===== src/rtl/dir_oc_stage.sv =====
module dir_oc_stage #(
  parameter int TW   = 16,
  parameter int NLOW = 3
) (
  input  logic            clk,
  input  logic            rst,
  input  logic            tick,
  input  logic [2:0]      mag_hi,
  input  logic [2:0]      mag_alt,
  input  logic [2:0]      fwd,
  input  logic            clp_act,
  input  logic            h2_rest,
  input  logic            vt_fault,
  input  logic            uv_start,
  input  logic            ext_blk,
  input  logic            cfg_dir,
  input  logic            cfg_vote2,
  input  logic [1:0]      cfg_clp,
  input  logic            cfg_vt_fb,
  input  logic            cfg_h2_en,
  input  logic            cfg_uv_and,
  input  logic [NLOW-1:0] cfg_inh,
  input  logic [TW-1:0]   t_op,
  input  logic [TW-1:0]   t_rst,
  output logic            start,
  output logic            trip,
  output logic [NLOW-1:0] inhibit
);
  localparam int CW = 7 + 2 * TW;

  logic [TW-1:0] op_cnt, rs_cnt;
  logic          held, trip_q;
  logic [CW-1:0] cfg_q;
  logic [2:0]    thr, ph;
  logic          dir_eff, voted, blocked, pick, held_n, cfg_chg;
  logic [CW-1:0] cfg_now;

  assign cfg_now = {cfg_dir, cfg_vote2, cfg_clp, cfg_vt_fb, cfg_h2_en, cfg_uv_and, t_op, t_rst};
  assign cfg_chg = cfg_now != cfg_q;

  assign thr     = (cfg_clp == 2'd1 && clp_act) ? mag_alt : mag_hi;
  assign dir_eff = cfg_dir && !(vt_fault && cfg_vt_fb);
  assign ph      = dir_eff ? (thr & fwd) : thr;
  assign voted   = cfg_vote2 ? ((ph[0] & ph[1]) | (ph[0] & ph[2]) | (ph[1] & ph[2])) : |ph;

  assign blocked = ext_blk
                 | (cfg_clp == 2'd2 && clp_act)
                 | (vt_fault && !cfg_vt_fb)
                 | (cfg_h2_en && h2_rest);
  assign pick    = voted && !blocked && (!cfg_uv_and || uv_start);
  assign held_n  = pick || (held && rs_cnt < t_rst);

  always_ff @(posedge clk) begin
    if (rst) begin
      held   <= 1'b0;
      trip_q <= 1'b0;
      op_cnt <= '0;
      rs_cnt <= '0;
      cfg_q  <= cfg_now;
    end else if (tick) begin
      cfg_q <= cfg_now;
      held  <= held_n;
      if (pick || !held_n) rs_cnt <= '0;
      else                 rs_cnt <= rs_cnt + 1'b1;
      if (!held_n || cfg_chg) begin
        op_cnt <= '0;
        trip_q <= 1'b0;
      end else if (op_cnt >= t_op) begin
        trip_q <= 1'b1;
      end else begin
        op_cnt <= op_cnt + 1'b1;
      end
    end
  end

  assign start   = held && !ext_blk;
  assign trip    = trip_q && !ext_blk;
  assign inhibit = cfg_inh & {NLOW{start}};
endmodule



===== config.mk =====
export PLATFORM = sky130hd
export DESIGN_NAME = dir_oc_stage
export DESIGN_NICKNAME = d
export VERILOG_FILES = /design/src/rtl/dir_oc_stage.sv
export SDC_FILE = /design/constraint.sdc
export NUM_CORES = 1
export LEC_CHECK = 0
export BUFFER_PORTS_ARGS = -buffer_cell sky130_fd_sc_hd__buf_2
export CAP_MARGIN = 20
export CORE_ASPECT_RATIO = 0.7
export CORE_MARGIN = 5
export CORE_UTILIZATION = 35
export CTS_BUF_LIST = sky130_fd_sc_hd__clkbuf_4 sky130_fd_sc_hd__clkbuf_8 sky130_fd_sc_hd__clkbuf_16
export DETAILED_ROUTE_END_ITERATION = 8
export PLACE_DENSITY = 0.59
export RECOVER_POWER = 50
export SYNTH_ARGS = -nofsm -noshare
export SYNTH_HDL_FRONTEND = slang
export SYNTH_SLANG_ARGS = --single-unit

===== constraint.sdc =====
create_clock -name clk -period 7.4 [get_ports clk]
set_clock_uncertainty 0.15 [all_clocks]
set_input_delay 1.48 -clock clk [delete_from_list [all_inputs] [get_ports clk]]
set_output_delay 1.48 -clock clk [all_outputs]
set_load 0.005 [all_outputs]

==> flow_summary.html, run 1 <==
<table>
<tr><th>Metric</th><th>Value</th></tr>
<tr><th colspan="2">Status</th></tr>
<tr><td>Run status</td><td>finished with violations</td></tr>
<tr><td>Failing checks</td><td>max-capacitance violations, max-slew violations</td></tr>
<tr><th colspan="2">Timing</th></tr>
<tr><td>Achievable Freq</td><td>0.239 GHz</td></tr>
<tr><td>Slew Limit Fails</td><td>32</td></tr>
<tr><td>Endpoints failing hold</td><td>0</td></tr>
<tr><td>TNS Setup</td><td>0 ns</td></tr>
<tr><td>Final worst-path cycle share</td><td>56.6%</td></tr>
<tr><td>Count of endpoints failing setup in the final report</td><td>0</td></tr>
<tr><td>WHS</td><td>0.326 ns</td></tr>
<tr><td>Minimum clock period</td><td>4.19 ns</td></tr>
<tr><td>Worst slew margin</td><td>-20.8%</td></tr>
<tr><td>Worst slew pin tran</td><td>1.81 ns</td></tr>
<tr><td>Setup repair after global routing missed its margin</td><td>false</td></tr>
<tr><th colspan="2">Placement</th></tr>
<tr><td># port buffers</td><td>63</td></tr>
<tr><td>Sum of net half-perimeters after detailed placement</td><td>8.04 mm</td></tr>
<tr><td>Routability congestion estimate</td><td>0.878</td></tr>
<tr><th colspan="2">Clock network</th></tr>
<tr><td>Deepest level of the CTS H-tree</td><td>3</td></tr>
<tr><td>Clock tree from TritonCTS</td><td>done</td></tr>
<tr><td>Number of buffers inserted by hold repair at cts</td><td>0</td></tr>
<tr><td>Number of buffers on the longest clock path</td><td>2</td></tr>
<tr><td>Root buffer selected by CTS</td><td>clkbuf_16</td></tr>
<tr><td>Clock Pin Slew Worst Setup and Hold Paths</td><td>0.06 ns</td></tr>
<tr><td>Insertion delay to the later sink of the worst-skew pair</td><td>0.34 ns</td></tr>
<tr><td>Resized cells post-CTS</td><td>0</td></tr>
<tr><td>Post-CTS setup buffer count</td><td>0</td></tr>
<tr><td>Number of buffers added by the clock tree synthesis step</td><td>9</td></tr>
<tr><td>Clock net sink count</td><td>73</td></tr>
<tr><th colspan="2">Min path</th></tr>
<tr><td>HP Class</td><td>register to register</td></tr>
<tr><th colspan="2">Global routing</th></tr>
<tr><td>Maximum number of pins on one net before global-route repair</td><td>32</td></tr>
<tr><td>Initial antenna violation count</td><td>0</td></tr>
<tr><td>Global routing usage summed across all routing layers</td><td>15.3%</td></tr>
<tr><td>Via count of the first global-routing pass</td><td>3177</td></tr>
<tr><td>Wire length of the first global-routing pass</td><td>16.8 mm</td></tr>
<tr><td>Grt total ovfl</td><td>0</td></tr>
<tr><th colspan="2">Floorplan</th></tr>
<tr><td>Die outline area</td><td>14000 um2</td></tr>
<tr><td>Number of rows in the core area</td><td>33</td></tr>
<tr><td>Starting density of the core</td><td>35.4%</td></tr>
<tr><td>Die X</td><td>139 um</td></tr>
<tr><td>Die Y-Extent</td><td>101 um</td></tr>
<tr><td>Area of the core</td><td>11600 um2</td></tr>
<tr><td>Number of primary I/O pins</td><td>64</td></tr>
<tr><th colspan="2">Critical path</th></tr>
<tr><td>CP Max Fanout</td><td>31</td></tr>
<tr><td>Critical setup path kind</td><td>input pin to register</td></tr>
<tr><td>Critical Path Source Type</td><td>input pin</td></tr>
<tr><td>Data arrival, critical path</td><td>3.97 ns</td></tr>
<tr><td>Crit. End Element</td><td>register</td></tr>
<tr><td>Required arrival time at the worst endpoint</td><td>7.18 ns</td></tr>
<tr><th colspan="2">Power</th></tr>
<tr><td>Worst vdd ir</td><td>107 uV</td></tr>
<tr><td>Leakage</td><td>0.00192 uW</td></tr>
<tr><td>Power density relative to cell area</td><td>202 nW/um2</td></tr>
<tr><th colspan="2">Logic synthesis</th></tr>
<tr><td>Cell area after synthesis</td><td>4110 um2</td></tr>
<tr><td>Yosys reg bits</td><td>73</td></tr>
<tr><td>Average size of a mapped cell</td><td>10.3 um2</td></tr>
<tr><td>Share of the yosys chip area belonging to registers</td><td>45.1%</td></tr>
<tr><td>Async set-or-reset flop fraction in the synthesized netlist</td><td>0%</td></tr>
<tr><td>Distinct cell type count after synthesis</td><td>51</td></tr>
<tr><td>Synth Warn #</td><td>0</td></tr>
<tr><td>Number of synthesized flops with an enable pin</td><td>39</td></tr>
<tr><td>Synth Flop Type</td><td>edfxtp_1</td></tr>
<tr><td>Synthesized instance count</td><td>397</td></tr>
<tr><td>Net Count, Synth</td><td>489</td></tr>
<tr><th colspan="2">Final layout</th></tr>
<tr><td>Most common library cell in the layout ignoring fill and taps</td><td>clkbuf_1</td></tr>
<tr><td>Ratio of cells with drive above 1 in the final layout</td><td>10.2%</td></tr>
<tr><td>Number of antenna diodes</td><td>0</td></tr>
<tr><td>FILL cells</td><td>1140</td></tr>
<tr><td>Area growth syn-to-layout</td><td>17.8%</td></tr>
<tr><td>Most frequent cells in the layout</td><td>clkbuf_1, inv_1, edfxtp_1</td></tr>
<tr><td>Final Net Count</td><td>559</td></tr>
<tr><th colspan="2">Routing</th></tr>
<tr><td># DRC</td><td>0</td></tr>
<tr><td>Final routed wire length divided by cell count</td><td>16.2 um</td></tr>
<tr><td>Via/cell ratio</td><td>5.07</td></tr>
<tr><td>First-pass iteration count of the detailed router</td><td>5</td></tr>
<tr><td>Violation count after the first detailed-routing iteration</td><td>182</td></tr>
<tr><td>Final wirelength</td><td>10.2 mm</td></tr>
<tr><td>Number of vias after detailed routing</td><td>3189</td></tr>
<tr><td>Number of nets with antenna violations after routing</td><td>0</td></tr>
<tr><th colspan="2">Run</th></tr>
<tr><td>Count of max-cap constraint violations</td><td>1</td></tr>
</table>
==> stage by stage <==
step	instance area, um2	instances	total power, uW	worst slack (ns)	utilization [%]
after floorplan	4110	397	520	3.59	-
after global placement	4600	613	561	3.23	39.6
after detailed placement	4600	613	564	3.10	39.6
after CTS	4890	629	993	3.46	42.1
after global routing	4840	629	1020	2.97	41.7
final	4840	629	977	3.21	41.7
==> worst max-delay path, cell delays in order <==
cell,delay [ns]
clkbuf_1,0.51
nor2_1,0.24
inv_1,0.36
clkbuf_1,1.35
==> synth_stat cells, types with 3 or more instances <==
cell type  count  area (um2)
or4_1          8        60.1
or4bb_1        3        33.8
o211ai_1       4        30.0
o21ai_0        5        25.0
inv_1         40         150
clkbuf_1       3        11.3
a21o_1         3        22.5
xor2_1        24         210
ha_1          33         413
o31ai_1        7        52.6
nand3_1        9        45.0
xnor2_1       35         307
edfxtp_1      39        1170
and4_1         3        26.3
nor4_1         4        25.0
and3_1         9        56.3
nor2_1        28         105
nand2_1       25        93.8
and2_1         5        31.3
a21oi_1       21         105
dfxtp_1       34         681
nand4_1       20         125
nor2b_1        3        18.8
==> metal layers <==
layer	part of all wire [%]	GRT usage (%)
met1	52	23.0
met2	38	21.0
met3	8.5	5.03
met4	1.1	3.83
met5	0	0
==> state kept, by name (all words and copies together) (netlist names) <==
signal,flops
op_cnt,16
rs_cnt,16
held,1
trip_q,1
cfg_q,39
==> power by group <==
part           total (uW)  switching [uW]  leakage (uW)  internal, uW
Sequential            459            8.98      0.000671           450
Combinational        91.6            52.6       0.00111          39.0
Clock                 427             165      0.000139           262
==> final cells by class <==
type                            count  area, um2  share of cell area (%)
Timing Repair Buffer               64        269                    5.56
Multi-Input combinational cell    279       2080                    42.9
Tap cell                          157        196                    4.06
Inverter                           40        150                    3.10
Sequential cell                    73       1850                    38.3
Clock inverter                      6       58.8                    1.22
Clock buffer                       10        233                    4.81
==> worst paths after layout <==
path | start | endpoint | slack [ns] | cells after the start
setup / recovery | tick | cfg_q[33] | 3.21 | 4
hold / removal | trip_q | trip_q | 0.33 | 2
setup reg to reg | op_cnt[0] | op_cnt[10] | 4.35 | 9
hold reg to reg | trip_q | trip_q | 0.33 | 2
==> cell families after synthesis <==
family          synth area share [%]
buf+inv                         4.33
mux                            0.274
xor+xnor                        12.6
simple gates                    16.4
compound gates                  11.0
fa+ha+maj                       10.3
flops                           45.1
Note: power is estimated with default switching activity, not from simulation.
==> run 2, diff against run 1 <==
--- a/config.mk
+++ b/config.mk
@@ -5,6 +5,7 @@
 export SDC_FILE = /design/constraint.sdc
 export NUM_CORES = 1
 export LEC_CHECK = 0
+export ABC_AREA = 1
 export BUFFER_PORTS_ARGS = -buffer_cell sky130_fd_sc_hd__buf_2
 export CAP_MARGIN = 20
 export CORE_ASPECT_RATIO = 0.7
@@ -12,7 +13,7 @@
 export CORE_UTILIZATION = 35
 export CTS_BUF_LIST = sky130_fd_sc_hd__clkbuf_4 sky130_fd_sc_hd__clkbuf_8 sky130_fd_sc_hd__clkbuf_16
 export DETAILED_ROUTE_END_ITERATION = 8
-export PLACE_DENSITY = 0.59
+export PLACE_DENSITY = 0.58
 export RECOVER_POWER = 50
 export SYNTH_ARGS = -nofsm -noshare
 export SYNTH_HDL_FRONTEND = slang
==> constraint.sdc (replaced) <==
create_clock -name clk -period 4.2 [get_ports clk]
set_clock_uncertainty 0.15 [all_clocks]
set_input_delay 0.84 -clock clk [delete_from_list [all_inputs] [get_ports clk]]
set_output_delay 0.84 -clock clk [all_outputs]
set_load 0.005 [all_outputs]
==> run 2 against run 1 <==
Compared with the run above:
- the run now ends clean
- sequential share of layout area down 3.0 points
- final cell count up 26%
- critical path type unchanged
- wire length up 1.2%
- setup slack worse by 2.1 ns
- worst hold slack better by 0.030 ns
- cell area up 8.4%
- highest routed layer unchanged
- via count up 18%
- critical path depth up 4
- core utilization up 0.22 points
- sequential power up 76%
==> flow_summary.html, run 2 <==
<table>
<tr><th>Metric</th><th>Value</th></tr>
<tr><th colspan="2">Status</th></tr>
<tr><td>Run status</td><td>finished, final reports clean</td></tr>
<tr><th colspan="2">Floorplan</th></tr>
<tr><td>Starting density of the core</td><td>36.0% (+0.61 points)</td></tr>
<tr><td>Number of primary I/O pins</td><td>64 (unchanged)</td></tr>
<tr><td>Die outline area</td><td>15300 um2 (+8.8%)</td></tr>
<tr><td>Number of rows in the core area</td><td>34 (+3.0%)</td></tr>
<tr><td>Die X</td><td>146 um (+4.4%)</td></tr>
<tr><td>Area of the core</td><td>12500 um2 (+7.8%)</td></tr>
<tr><td>Die Y-Extent</td><td>105 um (+4.2%)</td></tr>
<tr><th colspan="2">Clock network</th></tr>
<tr><td>Clock net sink count</td><td>73 (unchanged)</td></tr>
<tr><td>Resized cells post-CTS</td><td>0 (unchanged)</td></tr>
<tr><td>Clock tree from TritonCTS</td><td>done</td></tr>
<tr><td>Number of buffers inserted by hold repair at cts</td><td>0 (unchanged)</td></tr>
<tr><td>Insertion delay to the later sink of the worst-skew pair</td><td>0.33 ns (about the same)</td></tr>
<tr><td>Clock Pin Slew Worst Setup and Hold Paths</td><td>0.06 ns (about the same)</td></tr>
<tr><td>Number of buffers added by the clock tree synthesis step</td><td>9 (unchanged)</td></tr>
<tr><td>Post-CTS setup buffer count</td><td>0 (unchanged)</td></tr>
<tr><td>Number of buffers on the longest clock path</td><td>2 (unchanged)</td></tr>
<tr><td>Deepest level of the CTS H-tree</td><td>3 (unchanged)</td></tr>
<tr><td>Root buffer selected by CTS</td><td>clkbuf_16</td></tr>
<tr><th colspan="2">Power</th></tr>
<tr><td>Overall power after layout</td><td>1770 uW (+82%)</td></tr>
<tr><td>Worst vdd ir</td><td>185 uV (+73%)</td></tr>
<tr><td>Leakage</td><td>0.00216 uW (+13%)</td></tr>
<tr><td>Power density relative to cell area</td><td>339 nW/um2 (+68%)</td></tr>
<tr><th colspan="2">Logic synthesis</th></tr>
<tr><td>Number of synthesized flops with an enable pin</td><td>39 (unchanged)</td></tr>
<tr><td>Share of the synthesized area in the top cell type</td><td>26.0% (-2.5 points)</td></tr>
<tr><td>Synthesized instance count</td><td>561 (+41%)</td></tr>
<tr><td>Average size of a mapped cell</td><td>8.03 um2 (-22%)</td></tr>
<tr><td>Net Count, Synth</td><td>653 (+34%)</td></tr>
<tr><td>Yosys reg bits</td><td>73 (unchanged)</td></tr>
<tr><td>Synth Warn #</td><td>0 (unchanged)</td></tr>
<tr><td>Top cells by instance count after synthesis</td><td>nand2_1, nor2_1, inv_1, edfxtp_1, xor2_1</td></tr>
<tr><td>Async set-or-reset flop fraction in the synthesized netlist</td><td>0% (unchanged)</td></tr>
<tr><td>Most numerous cell in the Yosys netlist</td><td>nand2_1</td></tr>
<tr><td>Ranking of synthesized cells by area</td><td>edfxtp_1, dfxtp_1, nand2_1, ha_1, xor2_1</td></tr>
<tr><td>Cell area after synthesis</td><td>4500 um2 (+9.7%)</td></tr>
<tr><td>Distinct cell type count after synthesis</td><td>33 (-35%)</td></tr>
<tr><td>Synth Flop Type</td><td>edfxtp_1</td></tr>
<tr><td>Share of the yosys chip area belonging to registers</td><td>41.1% (-4.0 points)</td></tr>
<tr><td>Post-synthesis cell type with the largest combined area</td><td>edfxtp_1</td></tr>
<tr><th colspan="2">Final layout</th></tr>
<tr><td>Area growth syn-to-layout</td><td>16.4%</td></tr>
<tr><td>Most frequent cells in the layout</td><td>nand2_1, nor2_1, inv_1</td></tr>
<tr><td>Final instance area</td><td>5240 um2 (+8.4%)</td></tr>
<tr><td>Flip-flop count of the largest register after layout</td><td>39 (unchanged)</td></tr>
<tr><td>Most common library cell in the layout ignoring fill and taps</td><td>nand2_1</td></tr>
<tr><td>Registers with the most flip-flops</td><td>cfg_q: 39 flops, op_cnt: 16 flops, rs_cnt: 16 flops</td></tr>
<tr><td>Final Net Count</td><td>720 (+29%)</td></tr>
<tr><td>Number of antenna diodes</td><td>0 (unchanged)</td></tr>
<tr><td>FILL cells</td><td>1301 (+14%)</td></tr>
<tr><td>Ratio of cells with drive above 1 in the final layout</td><td>7.74% (-2.4 points)</td></tr>
<tr><td>Largest register by flop count</td><td>cfg_q</td></tr>
<tr><th colspan="2">Placement</th></tr>
<tr><td>Routability congestion estimate</td><td>0.883 (+0.51%)</td></tr>
<tr><td>Pre-CTS setup slack</td><td>1.08 ns (-2.02 ns)</td></tr>
<tr><td>Post-detailed-placement cell area</td><td>4980 um2 (+8.3%)</td></tr>
<tr><td># port buffers</td><td>63 (unchanged)</td></tr>
<tr><td>Sum of net half-perimeters after detailed placement</td><td>8.24 mm (+2.4%)</td></tr>
<tr><th colspan="2">Critical path</th></tr>
<tr><td>Flop-to-flop setup slack</td><td>1.73 ns (-2.62 ns)</td></tr>
<tr><td>Crit. End Element</td><td>register</td></tr>
<tr><td>CP Max Fanout</td><td>25 (-19%)</td></tr>
<tr><td>Critical path launch point</td><td>tick</td></tr>
<tr><td>Beginning of the worst register-to-register path</td><td>op_cnt[11]</td></tr>
<tr><td>Number of cell instances on the worst register-to-register path</td><td>9 (unchanged)</td></tr>
<tr><td>Data arrival, critical path</td><td>3.09 ns (-0.88 ns)</td></tr>
<tr><td>Reg-to-reg endpoint</td><td>op_cnt[12]</td></tr>
<tr><td>Critical setup path kind</td><td>input pin to register</td></tr>
<tr><td>Required arrival time at the worst endpoint</td><td>4.25 ns (-2.93 ns)</td></tr>
<tr><td>Critical Path Source Type</td><td>input pin</td></tr>
<tr><th colspan="2">Timing</th></tr>
<tr><td>Achievable Freq</td><td>0.329 GHz</td></tr>
<tr><td>Minimum clock period</td><td>3.04 ns</td></tr>
<tr><td>Count of endpoints failing setup in the final report</td><td>0 (unchanged)</td></tr>
<tr><td>WHS</td><td>0.356 ns (+0.0299 ns)</td></tr>
<tr><td>Worst slew pin tran</td><td>1.14 ns (-0.668 ns)</td></tr>
<tr><td>Final worst-path cycle share</td><td>72.3%</td></tr>
<tr><td>Least setup slack across all paths after layout</td><td>1.16 ns (-2.05 ns)</td></tr>
<tr><td>Endpoints failing hold</td><td>0 (unchanged)</td></tr>
<tr><td>Setup repair after global routing missed its margin</td><td>false</td></tr>
<tr><td>Slew Limit Fails</td><td>0 (-100%)</td></tr>
<tr><td>TNS Setup</td><td>0 ns (unchanged)</td></tr>
<tr><td>Worst slew margin</td><td>23.8% (+45 points)</td></tr>
<tr><th colspan="2">Min path</th></tr>
<tr><td>Hold path startpoint</td><td>trip_q</td></tr>
<tr><td>HP Class</td><td>register to register</td></tr>
<tr><td>Min-Delay Path Depth</td><td>2 (unchanged)</td></tr>
<tr><td>Hold Crit Endpoint</td><td>trip_q</td></tr>
<tr><th colspan="2">Global routing</th></tr>
<tr><td>Wire length of the first global-routing pass</td><td>17.3 mm (+3.3%)</td></tr>
<tr><td>Maximum number of pins on one net before global-route repair</td><td>26 (-19%)</td></tr>
<tr><td>Initial antenna violation count</td><td>0 (unchanged)</td></tr>
<tr><td>Global routing usage summed across all routing layers</td><td>13.7% (-1.6 points)</td></tr>
<tr><td>Via count of the first global-routing pass</td><td>3660 (+15%)</td></tr>
<tr><td>Grt total ovfl</td><td>0 (unchanged)</td></tr>
<tr><th colspan="2">Routing</th></tr>
<tr><td>Final wirelength</td><td>10.3 mm (+1.2%)</td></tr>
<tr><td>First-pass iteration count of the detailed router</td><td>4 (-1)</td></tr>
<tr><td>Number of vias after detailed routing</td><td>3768 (+18%)</td></tr>
<tr><td>Final routed wire length divided by cell count</td><td>12.9 um (-20%)</td></tr>
<tr><td>Violation count after the first detailed-routing iteration</td><td>179 (-1.6%)</td></tr>
<tr><td>Number of nets with antenna violations after routing</td><td>0 (unchanged)</td></tr>
<tr><td># DRC</td><td>0 (unchanged)</td></tr>
<tr><td>Via/cell ratio</td><td>4.74 (-6.5%)</td></tr>
<tr><th colspan="2">Run</th></tr>
<tr><td>Count of max-cap constraint violations</td><td>0 (-1)</td></tr>
</table>
-- run 2: worst max-delay path by stage --
| stage | endpoint | slack (ns) | cells past startpoint |
|---|---|---|---|
| final | rs_cnt[12] | 1.16 | 8 |
| after global routing | rs_cnt[12] | 0.75 | 9 |
| after CTS | op_cnt[9] | 1.42 | 11 |
| after detailed placement | op_cnt[9] | 1.08 | 11 |
| after global placement | op_cnt[7] | 1.09 | 11 |
| after floorplan | op_cnt[7] | 1.70 | 13 |
-- run 2: cell type report --
class	count	area [um2]	share of cell area (%)
clock buffer	9	225	4.30
timing repair buffer	64	284	5.42
inverter	75	282	5.37
clock inverter	7	85.1	1.62
multi-input combinational	405	2310	44.1
sequential	73	1850	35.3
tap	162	203	3.87
-- run 2: report_power, final --
group / switching, uW / internal, uW / total, uW
registers: 14.8 / 792 / 807
logic: 102 / 67.3 / 170
clock network: 285 / 513 / 798
total: 402 / 1370 / 1770
-- run 2: logic make-up (layout without fill, tap and decap cells) --
| logic type | Yosys count | count (layout) | share of synthesized area [%] |
|---|---|---|---|
| flops | 73 | 73 | 41.1 |
| simple gates | 267 | 267 | 25.4 |
| compound gates | 51 | 51 | 6.20 |
| buf+inv | 83 | 155 | 7.59 |
| xor+xnor | 54 | 54 | 10.5 |
| fa+ha+maj | 33 | 33 | 9.17 |
-- run 2: critical path: stages --
cell and delay, ns:
clkbuf_1 0.82, inv_1 0.23, nor3_1 0.45, nand2_1 0.13, nor2_1 0.24, nand3_1 0.13
o22ai_1 0.17, nor2_1 0.07
-- run 2: per-layer routing --
layer | up-vias | routed length [um] | track usage, %
li1 | 1958 | - | -
met1 | 1697 | 5330 | 20.4
met2 | 105 | 4110 | 19.3
met3 | 8 | 775 | 4.37
met4 | 0 | 73 | 3.20
met5 | - | 0 | 0
-- run 2: per-stage QoR --
stage | utilization [%] | std cells
after global placement | 39.8 | 779
after CTS | 42.3 | 795
after floorplan | - | 561
after global routing | 41.9 | 795
final | 41.9 | 795
after detailed placement | 39.8 | 779
==> run 3, diff against run 2 <==
==> constraint.sdc (replaced) <==
create_clock -name clk -period 2.9 [get_ports clk]
set_clock_uncertainty 0.15 [all_clocks]
set_input_delay 0.58 -clock clk [delete_from_list [all_inputs] [get_ports clk]]
set_output_delay 0.58 -clock clk [all_outputs]
set_load 0.005 [all_outputs]
==> run 3 against run 2 <==
Compared with the run above:
- power is 37% higher
- sequential cell count unchanged
- sequential share of layout area rose by 0.34 points
- worst hold slack worse by 0.028 ns
- clock power increased by 27%
- core utilization fell by 0.40 points
==> flow_summary.html, run 3 (synthesized netlist as in run 2, its figures left out) <==
<table>
<tr><th>Metric</th><th>Value</th></tr>
<tr><th colspan="2">Timing</th></tr>
<tr><td>Endpoints failing hold</td><td>0 (unchanged)</td></tr>
<tr><td>Slew Limit Fails</td><td>0 (unchanged)</td></tr>
<tr><td>Worst slew pin tran</td><td>1.06 ns (-0.0793 ns)</td></tr>
<tr><td>Minimum clock period</td><td>2.53 ns</td></tr>
<tr><td>Worst slew margin</td><td>29.0% (+5.3 points)</td></tr>
<tr><td>Count of endpoints failing setup in the final report</td><td>0 (unchanged)</td></tr>
<tr><td>Final worst-path cycle share</td><td>87.2%</td></tr>
<tr><td>TNS Setup</td><td>0 ns (unchanged)</td></tr>
<tr><td>Achievable Freq</td><td>0.395 GHz</td></tr>
<tr><td>Setup repair after global routing missed its margin</td><td>false</td></tr>
<tr><th colspan="2">Power</th></tr>
<tr><td>Pint</td><td>1860 uW (+36%)</td></tr>
<tr><td>Comb pwr share</td><td>10.1% (+0.5 points)</td></tr>
<tr><td>Switching Fraction</td><td>23.2% (+0.52 points)</td></tr>
<tr><td>Power density relative to cell area</td><td>467 nW/um2 (+38%)</td></tr>
<tr><td>Sw power</td><td>562 uW (+40%)</td></tr>
<tr><td>Share of total power in sequential cells</td><td>48.2% (+2.7 points)</td></tr>
<tr><td>Worst vdd ir</td><td>278 uV (+50%)</td></tr>
<tr><td>Leakage</td><td>0.00215 uW (-0.53%)</td></tr>
<tr><td>Overall power after layout</td><td>2430 uW (+37%)</td></tr>
<tr><td>Power share of the clock group</td><td>41.7% (-3.3 points)</td></tr>
<tr><th colspan="2">Clock network</th></tr>
<tr><td>Root buffer selected by CTS</td><td>clkbuf_16</td></tr>
<tr><td>Post-CTS setup buffer count</td><td>0 (unchanged)</td></tr>
<tr><td>Resized cells post-CTS</td><td>0 (unchanged)</td></tr>
<tr><td>Number of buffers inserted by hold repair at cts</td><td>0 (unchanged)</td></tr>
<tr><td>Clock tree from TritonCTS</td><td>done</td></tr>
<tr><td>Number of buffers added by the clock tree synthesis step</td><td>9 (unchanged)</td></tr>
<tr><td>Number of buffers on the longest clock path</td><td>2 (unchanged)</td></tr>
<tr><td>Insertion delay to the later sink of the worst-skew pair</td><td>0.33 ns (about the same)</td></tr>
<tr><td>Deepest level of the CTS H-tree</td><td>3 (unchanged)</td></tr>
<tr><td>Clock net sink count</td><td>73 (unchanged)</td></tr>
<tr><td>Clock Pin Slew Worst Setup and Hold Paths</td><td>0.05 ns (about the same)</td></tr>
<tr><th colspan="2">Final layout</th></tr>
<tr><td>Count of placed standard cells in the final layout, fillers left out</td><td>795 (unchanged)</td></tr>
<tr><td>Multi-input logic area</td><td>2310 um2 (unchanged)</td></tr>
<tr><td>Most common library cell in the layout ignoring fill and taps</td><td>nand2_1</td></tr>
<tr><td>Number of antenna diodes</td><td>0 (unchanged)</td></tr>
<tr><td>Registers with the most flip-flops</td><td>cfg_q: 39 flops, op_cnt: 16 flops, rs_cnt: 16 flops</td></tr>
<tr><td>Post-layout util</td><td>41.5% (-0.40 points)</td></tr>
<tr><td>Largest register by flop count</td><td>cfg_q</td></tr>
<tr><td>Final instance area</td><td>5190 um2 (-0.96%)</td></tr>
<tr><td>Final Net Count</td><td>721 (+0.14%)</td></tr>
<tr><td>Flip-flop count of the largest register after layout</td><td>39 (unchanged)</td></tr>
<tr><td>Area growth syn-to-layout</td><td>15.3%</td></tr>
<tr><td>Ratio of cells with drive above 1 in the final layout</td><td>8.53% (+0.79 points)</td></tr>
<tr><td>FILL cells</td><td>1329 (+2.2%)</td></tr>
<tr><td>Most frequent cells in the layout</td><td>nand2_1, nor2_1, inv_1</td></tr>
<tr><td>Register area</td><td>1850 um2 (unchanged)</td></tr>
<tr><th colspan="2">Routing</th></tr>
<tr><td># DRC</td><td>0 (unchanged)</td></tr>
<tr><td>Final routed wire length divided by cell count</td><td>12.9 um (-0.52%)</td></tr>
<tr><td>First-pass iteration count of the detailed router</td><td>4 (unchanged)</td></tr>
<tr><td>Violation count after the first detailed-routing iteration</td><td>183 (+2.2%)</td></tr>
<tr><td>Via/cell ratio</td><td>4.64 (-2.2%)</td></tr>
<tr><td>Number of nets with antenna violations after routing</td><td>0 (unchanged)</td></tr>
<tr><td>Final wirelength</td><td>10.2 mm (-0.52%)</td></tr>
<tr><td>Number of vias after detailed routing</td><td>3686 (-2.2%)</td></tr>
<tr><th colspan="2">Critical path</th></tr>
<tr><td>Critical Path Source Type</td><td>input pin</td></tr>
<tr><td>Critical path launch point</td><td>t_op[10]</td></tr>
<tr><td>Critical setup path kind</td><td>input pin to register</td></tr>
<tr><td>Crit. End Element</td><td>register</td></tr>
<tr><td>Beginning of the worst register-to-register path</td><td>op_cnt[14]</td></tr>
<tr><td>Required arrival time at the worst endpoint</td><td>3.00 ns (-1.25 ns)</td></tr>
<tr><td>Data arrival, critical path</td><td>2.63 ns (-0.46 ns)</td></tr>
<tr><td>CP Max Fanout</td><td>15 (-40%)</td></tr>
<tr><th colspan="2">Floorplan</th></tr>
<tr><td>Area of the core</td><td>12500 um2 (unchanged)</td></tr>
<tr><td>Die outline area</td><td>15300 um2 (unchanged)</td></tr>
<tr><td>Number of rows in the core area</td><td>34 (unchanged)</td></tr>
<tr><td>Die Y-Extent</td><td>105 um (unchanged)</td></tr>
<tr><td>Die X</td><td>146 um (unchanged)</td></tr>
<tr><td>Number of primary I/O pins</td><td>64 (unchanged)</td></tr>
<tr><td>Starting density of the core</td><td>36.0% (unchanged)</td></tr>
<tr><th colspan="2">Global routing</th></tr>
<tr><td>Initial antenna violation count</td><td>0 (unchanged)</td></tr>
<tr><td>Maximum number of pins on one net before global-route repair</td><td>42 (+62%)</td></tr>
<tr><td>Wire length of the first global-routing pass</td><td>17.4 mm (+0.48%)</td></tr>
<tr><td>Global routing usage summed across all routing layers</td><td>13.8% (+0.12 points)</td></tr>
<tr><td>Via count of the first global-routing pass</td><td>3541 (-3.3%)</td></tr>
<tr><td>Grt total ovfl</td><td>0 (unchanged)</td></tr>
<tr><th colspan="2">Placement</th></tr>
<tr><td>Post-Place Cells</td><td>780 (+0.13%)</td></tr>
<tr><td>Sum of net half-perimeters after detailed placement</td><td>8.08 mm (-1.9%)</td></tr>
<tr><td>Routability congestion estimate</td><td>0.863 (-2.2%)</td></tr>
<tr><td># port buffers</td><td>63 (unchanged)</td></tr>
<tr><td>Post-detailed-placement cell area</td><td>4980 um2 (-0.10%)</td></tr>
<tr><th colspan="2">Status</th></tr>
<tr><td>Run status</td><td>finished, final reports clean</td></tr>
<tr><th colspan="2">Min path</th></tr>
<tr><td>HP Class</td><td>input pin to register</td></tr>
<tr><td>Hold path startpoint</td><td>t_op[14]</td></tr>
<tr><th colspan="2">Run</th></tr>
<tr><td>Count of max-cap constraint violations</td><td>0 (unchanged)</td></tr>
</table>
run 3: changes by cell type in the layout (fill, tap and decap cells not counted), sizes merged:
cell and delta:
buf -1, bufinv -2, clkbuf +7, clkinv -4
run 3: area by class of cell:
class / count / area share (%)
clock buffer: 14 / 5.06
sequential: 73 / 35.7
multi-input combinational: 405 / 44.5
timing repair buffer: 65 / 5.33
clock inverter: 1 / 0.0964
tap: 162 / 3.91
inverter: 75 / 5.42
run 3: worst max-delay path: stages:
cell and delay (ns):
clkbuf_1 0.15, inv_1 0.08, ha_1 0.28, nand2_1 0.06, nor4_1 0.52, nand2_1 0.11
nand3_1 0.20, nand3_4 0.21, nand2_4 0.22, nand2_1 0.07, a21oi_1 0.16
run 3: layer usage:
metal	wire length, um	up-vias	track usage (%)
met5	0	-	0
met4	100	0	3.00
met3	615	11	4.33
met1	5680	1620	21.2
li1	-	1958	-
met2	3840	97	18.9
run 3: worst paths after layout:
path | to | slack, ns | depth (start not counted)
worst max-delay path | op_cnt[12] | 0.37 | 11
worst min-delay path | cfg_q[30] | 0.33 | 1
worst max register to register | op_cnt[12] | 0.45 | 9
worst min register to register | trip_q | 0.35 | 2
run 3: power groups by stage:
stage                     clock, uW  combinational, uW  sequential, uW
after floorplan                   0                157            1190
after global placement            0                247            1190
after detailed placement          0                255            1190
after CTS                      1040                258            1170
after global routing           1080                284            1170
final                          1010                245            1170
run 3: stage by stage:
stage          setup WS, ns  hold slack (ns)
2_1_floorplan         0.664            0.302
6_report              0.370            0.328
3_3_place_gp         0.0660            0.344
3_5_place_dp       -0.00620            0.338
5_1_grt              0.0830            0.322
4_1_cts               0.338            0.285
